==> config.mk <==
export PLATFORM = sky130hd
export DESIGN_NAME = logic_cc_unit
export DESIGN_NICKNAME = d
export VERILOG_FILES = /design/src/rtl/logic_cc_unit.sv
export SDC_FILE = /design/constraint.sdc
export NUM_CORES = 1
export LEC_CHECK = 0
export BUFFER_PORTS_ARGS = -buffer_cell sky130_fd_sc_hd__buf_4
export CAP_MARGIN = 5
export CORE_MARGIN = 5
export CORE_UTILIZATION = 35
export CTS_CLUSTER_DIAMETER = 80
export DETAILED_ROUTE_END_ITERATION = 12
export PLACE_DENSITY = 0.65
export RECOVER_POWER = 100
export SYNTH_ARGS = -nofsm -noshare
export SYNTH_HDL_FRONTEND = slang
export SYNTH_SLANG_ARGS = --single-unit
export TNS_END_PERCENT = 20
==> constraint.sdc <==
create_clock -name clk -period 0.8 [get_ports clk]
set_input_delay 0.12 -clock clk [delete_from_list [all_inputs] [get_ports clk]]
set_output_delay 0.12 -clock clk [all_outputs]
set_load 0.02 [all_outputs]
==> src/rtl/logic_cc_unit.sv <==
module logic_cc_unit #(
  parameter int DW = 32,
  parameter int MW = 8,
  parameter int BW = 8
) (
  input  logic          clk,
  input  logic          rst_n,
  input  logic          load_i,
  input  logic [3:0]    class_i,
  input  logic [DW-1:0] opa_i,
  input  logic [DW-1:0] opb_i,
  input  logic [MW-1:0] tm_mask_i,
  input  logic [BW-1:0] ts_byte_i,
  input  logic [1:0]    trt_stat_i,
  input  logic [1:0]    edit_stat_i,
  output logic [1:0]    cc_o,
  output logic [BW-1:0] ts_wb_o,
  output logic          ts_wr_o
);
  localparam logic [3:0] C_AND = 4'd1, C_OR = 4'd2, C_XOR = 4'd3, C_CMP = 4'd4;
  localparam logic [3:0] C_TM = 4'd5, C_TRT = 4'd6, C_TS = 4'd7, C_ED = 4'd8;

  logic [MW-1:0] tm_sel;
  logic          sets;
  logic [1:0]    cc_nx;

  assign tm_sel  = opa_i[MW-1:0] & tm_mask_i;
  assign ts_wr_o = load_i && class_i == C_TS;
  assign ts_wb_o = '1;

  always_comb begin
    sets  = 1'b1;
    cc_nx = cc_o;
    case (class_i)
      C_AND: cc_nx = {1'b0, |(opa_i & opb_i)};
      C_OR:  cc_nx = {1'b0, |(opa_i | opb_i)};
      C_XOR: cc_nx = {1'b0, |(opa_i ^ opb_i)};
      C_CMP: cc_nx = (opa_i == opb_i) ? 2'd0 : (opa_i < opb_i) ? 2'd1 : 2'd2;
      C_TM:  cc_nx = (tm_sel == '0) ? 2'd0 : (tm_sel == tm_mask_i) ? 2'd3 : 2'd1;
      C_TRT: cc_nx = !trt_stat_i[1] ? 2'd0 : trt_stat_i[0] ? 2'd2 : 2'd1;
      C_TS:  cc_nx = {1'b0, ts_byte_i[BW-1]};
      C_ED:  cc_nx = !edit_stat_i[1] ? 2'd0 : edit_stat_i[0] ? 2'd1 : 2'd2;
      default: sets = 1'b0;
    endcase
  end

  always_ff @(posedge clk or negedge rst_n)
    if (!rst_n)              cc_o <= 2'd0;
    else if (load_i && sets) cc_o <= cc_nx;
endmodule


==> qor.yml, run 1 <==
run_status:
  status: "finished with violations"
  violations: "negative setup slack"
synthesis:
  async_flop_share_pct: 100
  synth_edf_count: 0
  avgSynthCellArea_um2: 7.81
  synthFlopType: "dfrtp_1"
  synth_seq_cells: 2
  syn_area_um2: 2310
  synthCells: 296
  synth_cell_type_count: 37
  yosysSeqAreaShare_pct: 2.16
  yosysWarnings: 0
clocking:
  cts-htree-levels: 1
  cts_sinks: 2
  clk_latency_ns: 0.21
  cts-root-buf: "clkbuf_8"
  cts_tree: "done"
  numCtsBuffers: 3
  cts_buffer_depth: 2
  cts.clk_slew.worst_paths_ns: 0.03
setup_path:
  reg2reg_slack_ns: -0.03
  cp_top_family: "simple AND/OR/NAND/NOR gates"
  path_buf_inv: 2
  crit_chain: "buf_4 > inv_1 > ha_4 > nor4_4 > nand4_1 > a21oi_1 > or4_1 > or3b_1 > a211oi_2"
  worstPathMaxFanout: 3
  startpoint: "opa_i[31]"
  slowest_stage: "or4_1"
  required_ns: 0.93
  cp-end-kind: "register"
  start_kind: "primary input"
  worstPathArrival_ns: 1.95
  crit_path_max_incr_delay_ns: 0.54
  critPathKind: "primary input to register"
  r2r_start: "cc_o[0]"
final_layout:
  antenna_cells: 0
  fin_util_pct: 61.3
  layout_common_cells: "138 x buf_4, 78 x ha_1, 48 x inv_1, 16 x ha_4, 15 x inv_2"
  fin_nets: 637
  layout_commonest_cell: "buf_4"
  fillers: 585
  reg_top3: "cc_o: 2 flops"
  fin_area_um2: 3920
  multi_input_area_um2: 2250
  top_register: "cc_o"
  area_growth_pct: 69.3
  drive_above_1_share_pct: 46.0
  largest_register_ffs: 2
  final-seq-area_um2: 50.0
  stdcell_count: 525
power:
  total_power_mw: 2.25
  vdd_drop_max_mv: 0.658
  p_leak_nw: 2.11
  power_density_nw_per_um2: 575
worst_hold_path:
  hp-class: "primary input to async pin"
global_route:
  antenna_found_initial: 0
  grt_pass1_wl_um: 11500
  grt_usage_pct: 16.2
  overflow: 0
  grt_pass1_vias: 2615
  grt_max_degree: 10
flow_run:
  maxCapViolations: 0
timing:
  min_period_over_period_pct: 228
  hold_slack_ns: 0.247
  setup_viol: 5
  tightest_slew_ns: 0.501
  finalMaxSlewViolations: 0
  fin_skew_ns: 0
  timing.slew.headroom_pct: 66.1
  layout_setup_ws_ns: -1.02
  rsz0062_at_grt: "true"
  min_period_ns: 1.82
  hold_viol: 0
  max_freq_ghz: 0.549
routing:
  finalWirelength_um: 7110
  num_vias: 2495
  top_layer: "met4"
  wl_met2_um: 3660
  wire_per_inst_um: 13.5
  detail-route-antenna-nets: 0
  initialDrtViolationCount: 67
  m1WireLength_um: 3080
  drcViolationCount: 0
  first_pass_iters: 4
  post_drt_via_cell_ratio: 4.75
  wl_met3_um: 357
floorplanning:
  rows: 29
  die_h_um: 91.3
  die_w_um: 91.3
  initial_core_util_pct: 36.2
  die_area_um2: 8330
  core_area_um2: 6390
  io_pins: 102
placed_design:
  place.detailed.instances: 520
  gp_congestion: 0.786
  dp_hpwl_um: 6280
  io_buffers: 86
  placed_cell_area_um2: 3660
## power by group
part	switching (mW)	internal (mW)	total, mW	leakage (nW)
Sequential	0.0117	0.117	0.129	0.0246
Clock	0.0859	0.319	0.405	0.0216
Combinational	0.778	0.941	1.72	2.07
Total	0.875	1.38	2.25	2.11
## routing by layer
| layer | global-route usage, % | up-vias |
|---|---|---|
| li1 | - | 1281 |
| met1 | 20.6 | 1144 |
| met2 | 29.3 | 68 |
| met3 | 2.48 | 2 |
| met4 | 2.20 | 0 |
| met5 | 0 | - |
## synth_stat cells, types with 5 or more instances
master	instances	share of area, %
a21oi_1	11	2.4
a22oi_1	6	1.9
buf_4	8	2.6
ha_1	96	52
inv_1	71	12
nand2_1	7	1.1
nand4_1	11	3.0
nor2_1	13	2.1
nor2b_1	7	1.9
nor3b_1	5	1.6
nor4_1	15	4.1
o21ai_0	9	1.9
## path summary, 6_finish.rpt
kind,endpoint,depth (start not counted)
min reg2reg,cc_o[1],2
max in group asynchronous,cc_o[1],2
min in group clk,cc_o[0],3
min,cc_o[0],2
max reg2reg,cc_o[0],2
max,cc_o[0],9
## final cells by class
cell class	count	share of cell area (%)
Clock buffer	3	1.05
Inverter	71	7.57
Multi-Input combinational cell	221	57.5
Tap cell	77	2.46
Sequential cell	2	1.28
Timing Repair Buffer	151	30.2
## repair_timing
item                                   in CTS  in global routing
setup endpoints to repair                   5                  5
endpoints found under the hold margin       2                  0
hold buffers                                1                  0
setup buffers                               0                  1
gates resized for setup                    14                 27
pin swaps                                   9                 14
## per-stage QoR
step	setup WS [ns]	TNS (ns)
4_1_cts	-0.970	-2.15
3_5_place_dp	-1.30	-2.60
6_report	-1.02	-2.14
3_3_place_gp	-1.32	-2.65
2_1_floorplan	-1.00	-1.83
5_1_grt	-1.10	-2.37
## cells by family after synthesis
logic type,count (synthesis),synth area share (%)
AO/OA/AOI/OAI,41,11.4
adder cells (fa/ha/maj),96,51.9
buffers and inverters,80,14.6
flip-flops,2,2.16
multiplexers,1,0.433
other,1,0.162
AND/OR/NAND/NOR,75,19.3
Note: power is estimated with default switching activity, not from simulation.
==> inputs of run 2 (changes only) <==
SKIP_CTS_REPAIR_TIMING = 1   (was default)
==> run 2 against run 1 <==
The run still ends with negative setup slack left. Design area decreased by 1.1%. First-iteration DRC count fell by 7.5%. Clock skew unchanged. Global-route usage down 0.20 points. Maximum frequency rose by 2.0%. Worst setup slack gained 0.035 ns. Critical path type unchanged. Largest cell class unchanged. Largest power group unchanged.
==> qor.yml, run 2 (synthesis gave the netlist of run 1 again) <==
placed_design:
  io_buffers: 86
  dp_hpwl_um: 6280
  gp_congestion: 0.786
floorplanning:
  die_area_um2: 8330
  core_area_um2: 6390
  die_h_um: 91.3
  rows: 29
  io_pins: 102
  initial_core_util_pct: 36.2
  die_w_um: 91.3
worst_hold_path:
  hp-class: "primary input to async pin"
routing:
  num_vias: 2466
  top_layer: "met4"
  detail-route-antenna-nets: 0
  finalWirelength_um: 6870
  wl_met2_um: 3430
  drcViolationCount: 0
  initialDrtViolationCount: 62
  wl_met3_um: 364
  m1WireLength_um: 3050
  wire_per_inst_um: 13.1
  post_drt_via_cell_ratio: 4.71
  first_pass_iters: 4
global_route:
  grt_pass1_wl_um: 11300
  antenna_found_initial: 0
  grt_max_degree: 10
  grt_pass1_vias: 2600
  grt_usage_pct: 16.0
  overflow: 0
setup_path:
  crit_chain: "buf_8 > inv_8 > ha_4 > nor3b_2 > nor3_2 > o21bai_1 > or4_1 > or3b_1 > a211oi_2"
  crit_path_max_incr_delay_ns: 0.54
  cp_top_family: "simple AND/OR/NAND/NOR gates"
  slowest_stage: "or4_1"
  worstPathArrival_ns: 1.91
  critPathKind: "primary input to register"
  start_kind: "primary input"
  required_ns: 0.92
  cp-end-kind: "register"
  path_buf_inv: 2
  worstPathMaxFanout: 3
final_layout:
  fin_nets: 636
  drive_above_1_share_pct: 45.4
  reg_top3: "cc_o: 2 flops"
  top_register: "cc_o"
  layout_commonest_cell: "buf_4"
  area_growth_pct: 67.5
  layout_common_cells: "137 x buf_4, 81 x ha_1, 48 x inv_1, 16 x inv_2, 14 x ha_4"
  largest_register_ffs: 2
  antenna_cells: 0
timing:
  hold_viol: 0
  finalMaxSlewViolations: 0
  max_freq_ghz: 0.560
  layout_setup_ws_ns: -0.987
  min_period_over_period_pct: 223
  min_period_ns: 1.79
  setup_viol: 5
  hold_slack_ns: 0.245
  rsz0062_at_grt: "true"
  fin_skew_ns: 0
  tightest_slew_ns: 0.498
  final.setup.tns_ns: -2.09
  timing.slew.headroom_pct: 66.3
power:
  p_leak_nw: 2.11
  power_density_nw_per_um2: 570
  vdd_drop_max_mv: 0.657
run_status:
  violations: "negative setup slack"
  status: "finished with violations"
flow_run:
  maxCapViolations: 0
clocking:
  cts-root-buf: "clkbuf_8"
  cts.clk_slew.worst_paths_ns: 0.03
  cts-htree-levels: 1
  cts_sinks: 2
  cts_buffer_depth: 2
  cts_tree: "done"
  clk_latency_ns: 0.21
  numCtsBuffers: 3
[run 2: where the power goes]
part / switching (mW) / total (mW) / leakage, nW / internal (mW)
clock: 0.0839 / 0.402 / 0.0216 / 0.319
combinational: 0.750 / 1.67 / 2.06 / 0.924
sequential: 0.0118 / 0.129 / 0.0246 / 0.117
total: 0.846 / 2.21 / 2.11 / 1.36
[run 2: area by class of cell]
type	instances	area, µm²
inverters	71	294
fillers	593	2510
multi-input cells	221	2210
flip-flops and latches	2	50.0
clock buffers	3	41.3
repair buffers	150	1180
well taps	77	96.3
[run 2: final timing paths]
check,from,to,slack (ns),depth (start not counted)
worst max-delay path,opa_i[30],cc_o[0],-0.99,9
worst min-delay path,rst_n,cc_o[0],0.24,2
worst max register to register,cc_o[0],cc_o[0],-0.02,2
worst min register to register,cc_o[1],cc_o[1],0.60,2
max in group asynchronous,rst_n,cc_o[1],0.41,2
min in group clk,load_i,cc_o[0],0.35,3
[run 2: per-layer routing]
layer  global-route usage [%]  up-vias
met5                        0        -
met4                     2.20        0
met3                     2.48        2
met2                     28.6       66
met1                     20.6     1119
li1                         -     1279
[run 2: per-stage QoR]
step	cell area (µm²)	worst slack (ns)	power, mW	utilization, %	std cells
final	3870	-0.987	2.21	60.6	524
after global routing	3870	-1.07	2.43	60.6	524
after CTS	3700	-1.10	2.11	57.9	523
after detailed placement	3660	-1.30	1.69	57.3	520
after global placement	3660	-1.32	1.65	57.3	520
after floorplan	2510	-1.00	0.823	-	303
==> inputs of run 3 (changes only) <==
ABC_AREA = 1   (was default)
PLACE_DENSITY = 0.64   (was 0.65)
==> run 3 against run 2 <==
The flow still finishes with violations (negative setup slack). Design area grew 8.0%. Utilization grew 0.59 points. Combinational power grew 9%. Clock power shrank 3%. Synthesized area grew 7.1%. Critical path type unchanged. Sequential cell count is the same. Sequential share of layout area shrank 0.096 points. Synthesized cell count grew 30%. First-iteration DRC count shrank 34%. Global-route usage shrank 1.4 points. Critical path depth grew 4.
==> qor.yml, run 3 <==
run_status:
  status: "finished with violations"
  violations: "negative setup slack"
final_layout:
  reg_top3: "cc_o: 2 flops"
  stdcell_count: 605
  antenna_cells: 0
  top_register: "cc_o"
  final-seq-area_um2: 50.0
  largest_register_ffs: 2
  layout_commonest_cell: "buf_4"
  drive_above_1_share_pct: 48.1
  fin_area_um2: 4180
  fin_util_pct: 61.2
  multi_input_area_um2: 2590
  fillers: 636
  layout_common_cells: "116 x buf_4, 79 x nand2_1, 61 x ha_1, 47 x inv_1, 31 x ha_4"
  area_growth_pct: 68.8
  fin_nets: 698
timing:
  rsz0062_at_grt: "true"
  hold_slack_ns: 0.242
  setup_viol: 5
  layout_setup_ws_ns: -0.521
  fin_skew_ns: 0
  min_period_over_period_pct: 165
  final.setup.tns_ns: -1.30
  finalMaxSlewViolations: 0
  min_period_ns: 1.32
  max_freq_ghz: 0.757
  hold_viol: 0
floorplanning:
  io_pins: 102
  core_area_um2: 6830
  die_area_um2: 8860
  initial_core_util_pct: 36.3
  die_w_um: 94.1
  die_h_um: 94.1
  rows: 30
power:
  power_density_nw_per_um2: 558
  total_power_mw: 2.34
  p_leak_nw: 2.19
  vdd_drop_max_mv: 0.316
global_route:
  grt_pass1_vias: 2727
  grt_max_degree: 6
  antenna_found_initial: 0
  grt_pass1_wl_um: 10800
  overflow: 0
  grt_usage_pct: 14.6
synthesis:
  yosysTopAreaCell: "ha_1"
  synth_cell_type_count: 23
  avgSynthCellArea_um2: 6.45
  synth_top_area_share_pct: 48.5
  yosys-top-cells-area: "ha_1 48%, inv_1 15%, nand2_1 13%"
  synth_edf_count: 0
  synthFlopType: "dfrtp_1"
  synthCells: 384
  yosysSeqAreaShare_pct: 2.02
  yosysWarnings: 0
  syn_area_um2: 2480
  synth_common_cells: "96 x ha_1, 96 x inv_1, 84 x nand2_1, 43 x nor2_1, 14 x a21oi_1"
  async_flop_share_pct: 100
  synth_seq_cells: 2
routing:
  num_vias: 2618
  first_pass_iters: 4
  wire_per_inst_um: 11.1
  drcViolationCount: 0
  post_drt_via_cell_ratio: 4.33
  detail-route-antenna-nets: 0
  initialDrtViolationCount: 41
  finalWirelength_um: 6730
flow_run:
  maxCapViolations: 0
clocking:
  cts.clk_slew.worst_paths_ns: 0.03
  cts_tree: "done"
  cts_buffer_depth: 2
  clk_latency_ns: 0.21
  numCtsBuffers: 3
  cts_sinks: 2
  cts-htree-levels: 1
  cts-root-buf: "clkbuf_8"
placed_design:
  io_buffers: 86
  gp_congestion: 0.810
  placed_cell_area_um2: 3900
  dp_hpwl_um: 6110
  place.detailed.instances: 601
  dp_slack_ns: -0.820
worst_hold_path:
  hp-class: "primary input to async pin"
setup_path:
  cp-end-kind: "register"
  start_kind: "primary input"
  critPathKind: "primary input to register"
  required_ns: 0.89
  crit_top_cell: "nand2_1"
  worstPathArrival_ns: 1.41
  crit_path_max_incr_delay_ns: 0.19
  slowest_stage: "ha_4"
  crit_chain: "buf_4 > inv_1 > ha_4 > nor2_1 > nand2_2 > nor2_4 > nand2_2 > nor2_2 > o21ai_1 > a21oi_1 > nand2_1 > nand2_1 > nand2_1"
  worstPathMaxFanout: 3
==> run 3: path summary, 6_finish.rpt <==
kind | endpoint | start | slack (ns) | cells past startpoint
max in group asynchronous | cc_o[0] | rst_n | 0.42 | 2
worst min-delay path | cc_o[1] | rst_n | 0.24 | 2
worst max register to register | cc_o[0] | cc_o[0] | 0.18 | 2
worst min register to register | cc_o[1] | cc_o[1] | 0.48 | 2
worst max-delay path | cc_o[0] | opa_i[24] | -0.52 | 13
min in group clk | cc_o[1] | load_i | 0.32 | 5
==> run 3: critical path, delay by kind of cell <==
kind | cells | cell delay, ns
buf+inv | 2 | 0.20
compound gates | 2 | 0.20
simple gates | 8 | 0.69
fa+ha+maj | 1 | 0.19
==> run 3: report_power, final <==
group	switching [mW]	internal [mW]	total, mW	leakage, nW
sequential	0.00929	0.115	0.124	0.0257
clock	0.0714	0.317	0.389	0.0216
combinational	0.892	0.931	1.82	2.15
==> run 3: final cells by class <==
class / count / area share (%)
multi-input combinational: 285 / 62.0
timing repair buffer: 123 / 22.8
clock buffer: 3 / 0.987
inverter: 96 / 10.1
sequential: 2 / 1.20
tap: 96 / 2.87
==> run 3: cells by family after synthesis <==
group / synth area share, %
AND/OR/NAND/NOR: 25.4
AO/OA/AOI/OAI: 7.02
other: 0.151
buffers and inverters: 17.0
flip-flops: 2.02
adder cells (fa/ha/maj): 48.5
==> run 3: metal layers <==
metal  share of wire [%]  vias to the layer above  track usage [%]
li1                    -                     1397                -
met1                  42                     1164             16.8
met2                  52                       57             28.5
met3                 5.6                        0             2.16
met4                   0                        0             2.17
met5                   0                        -                0
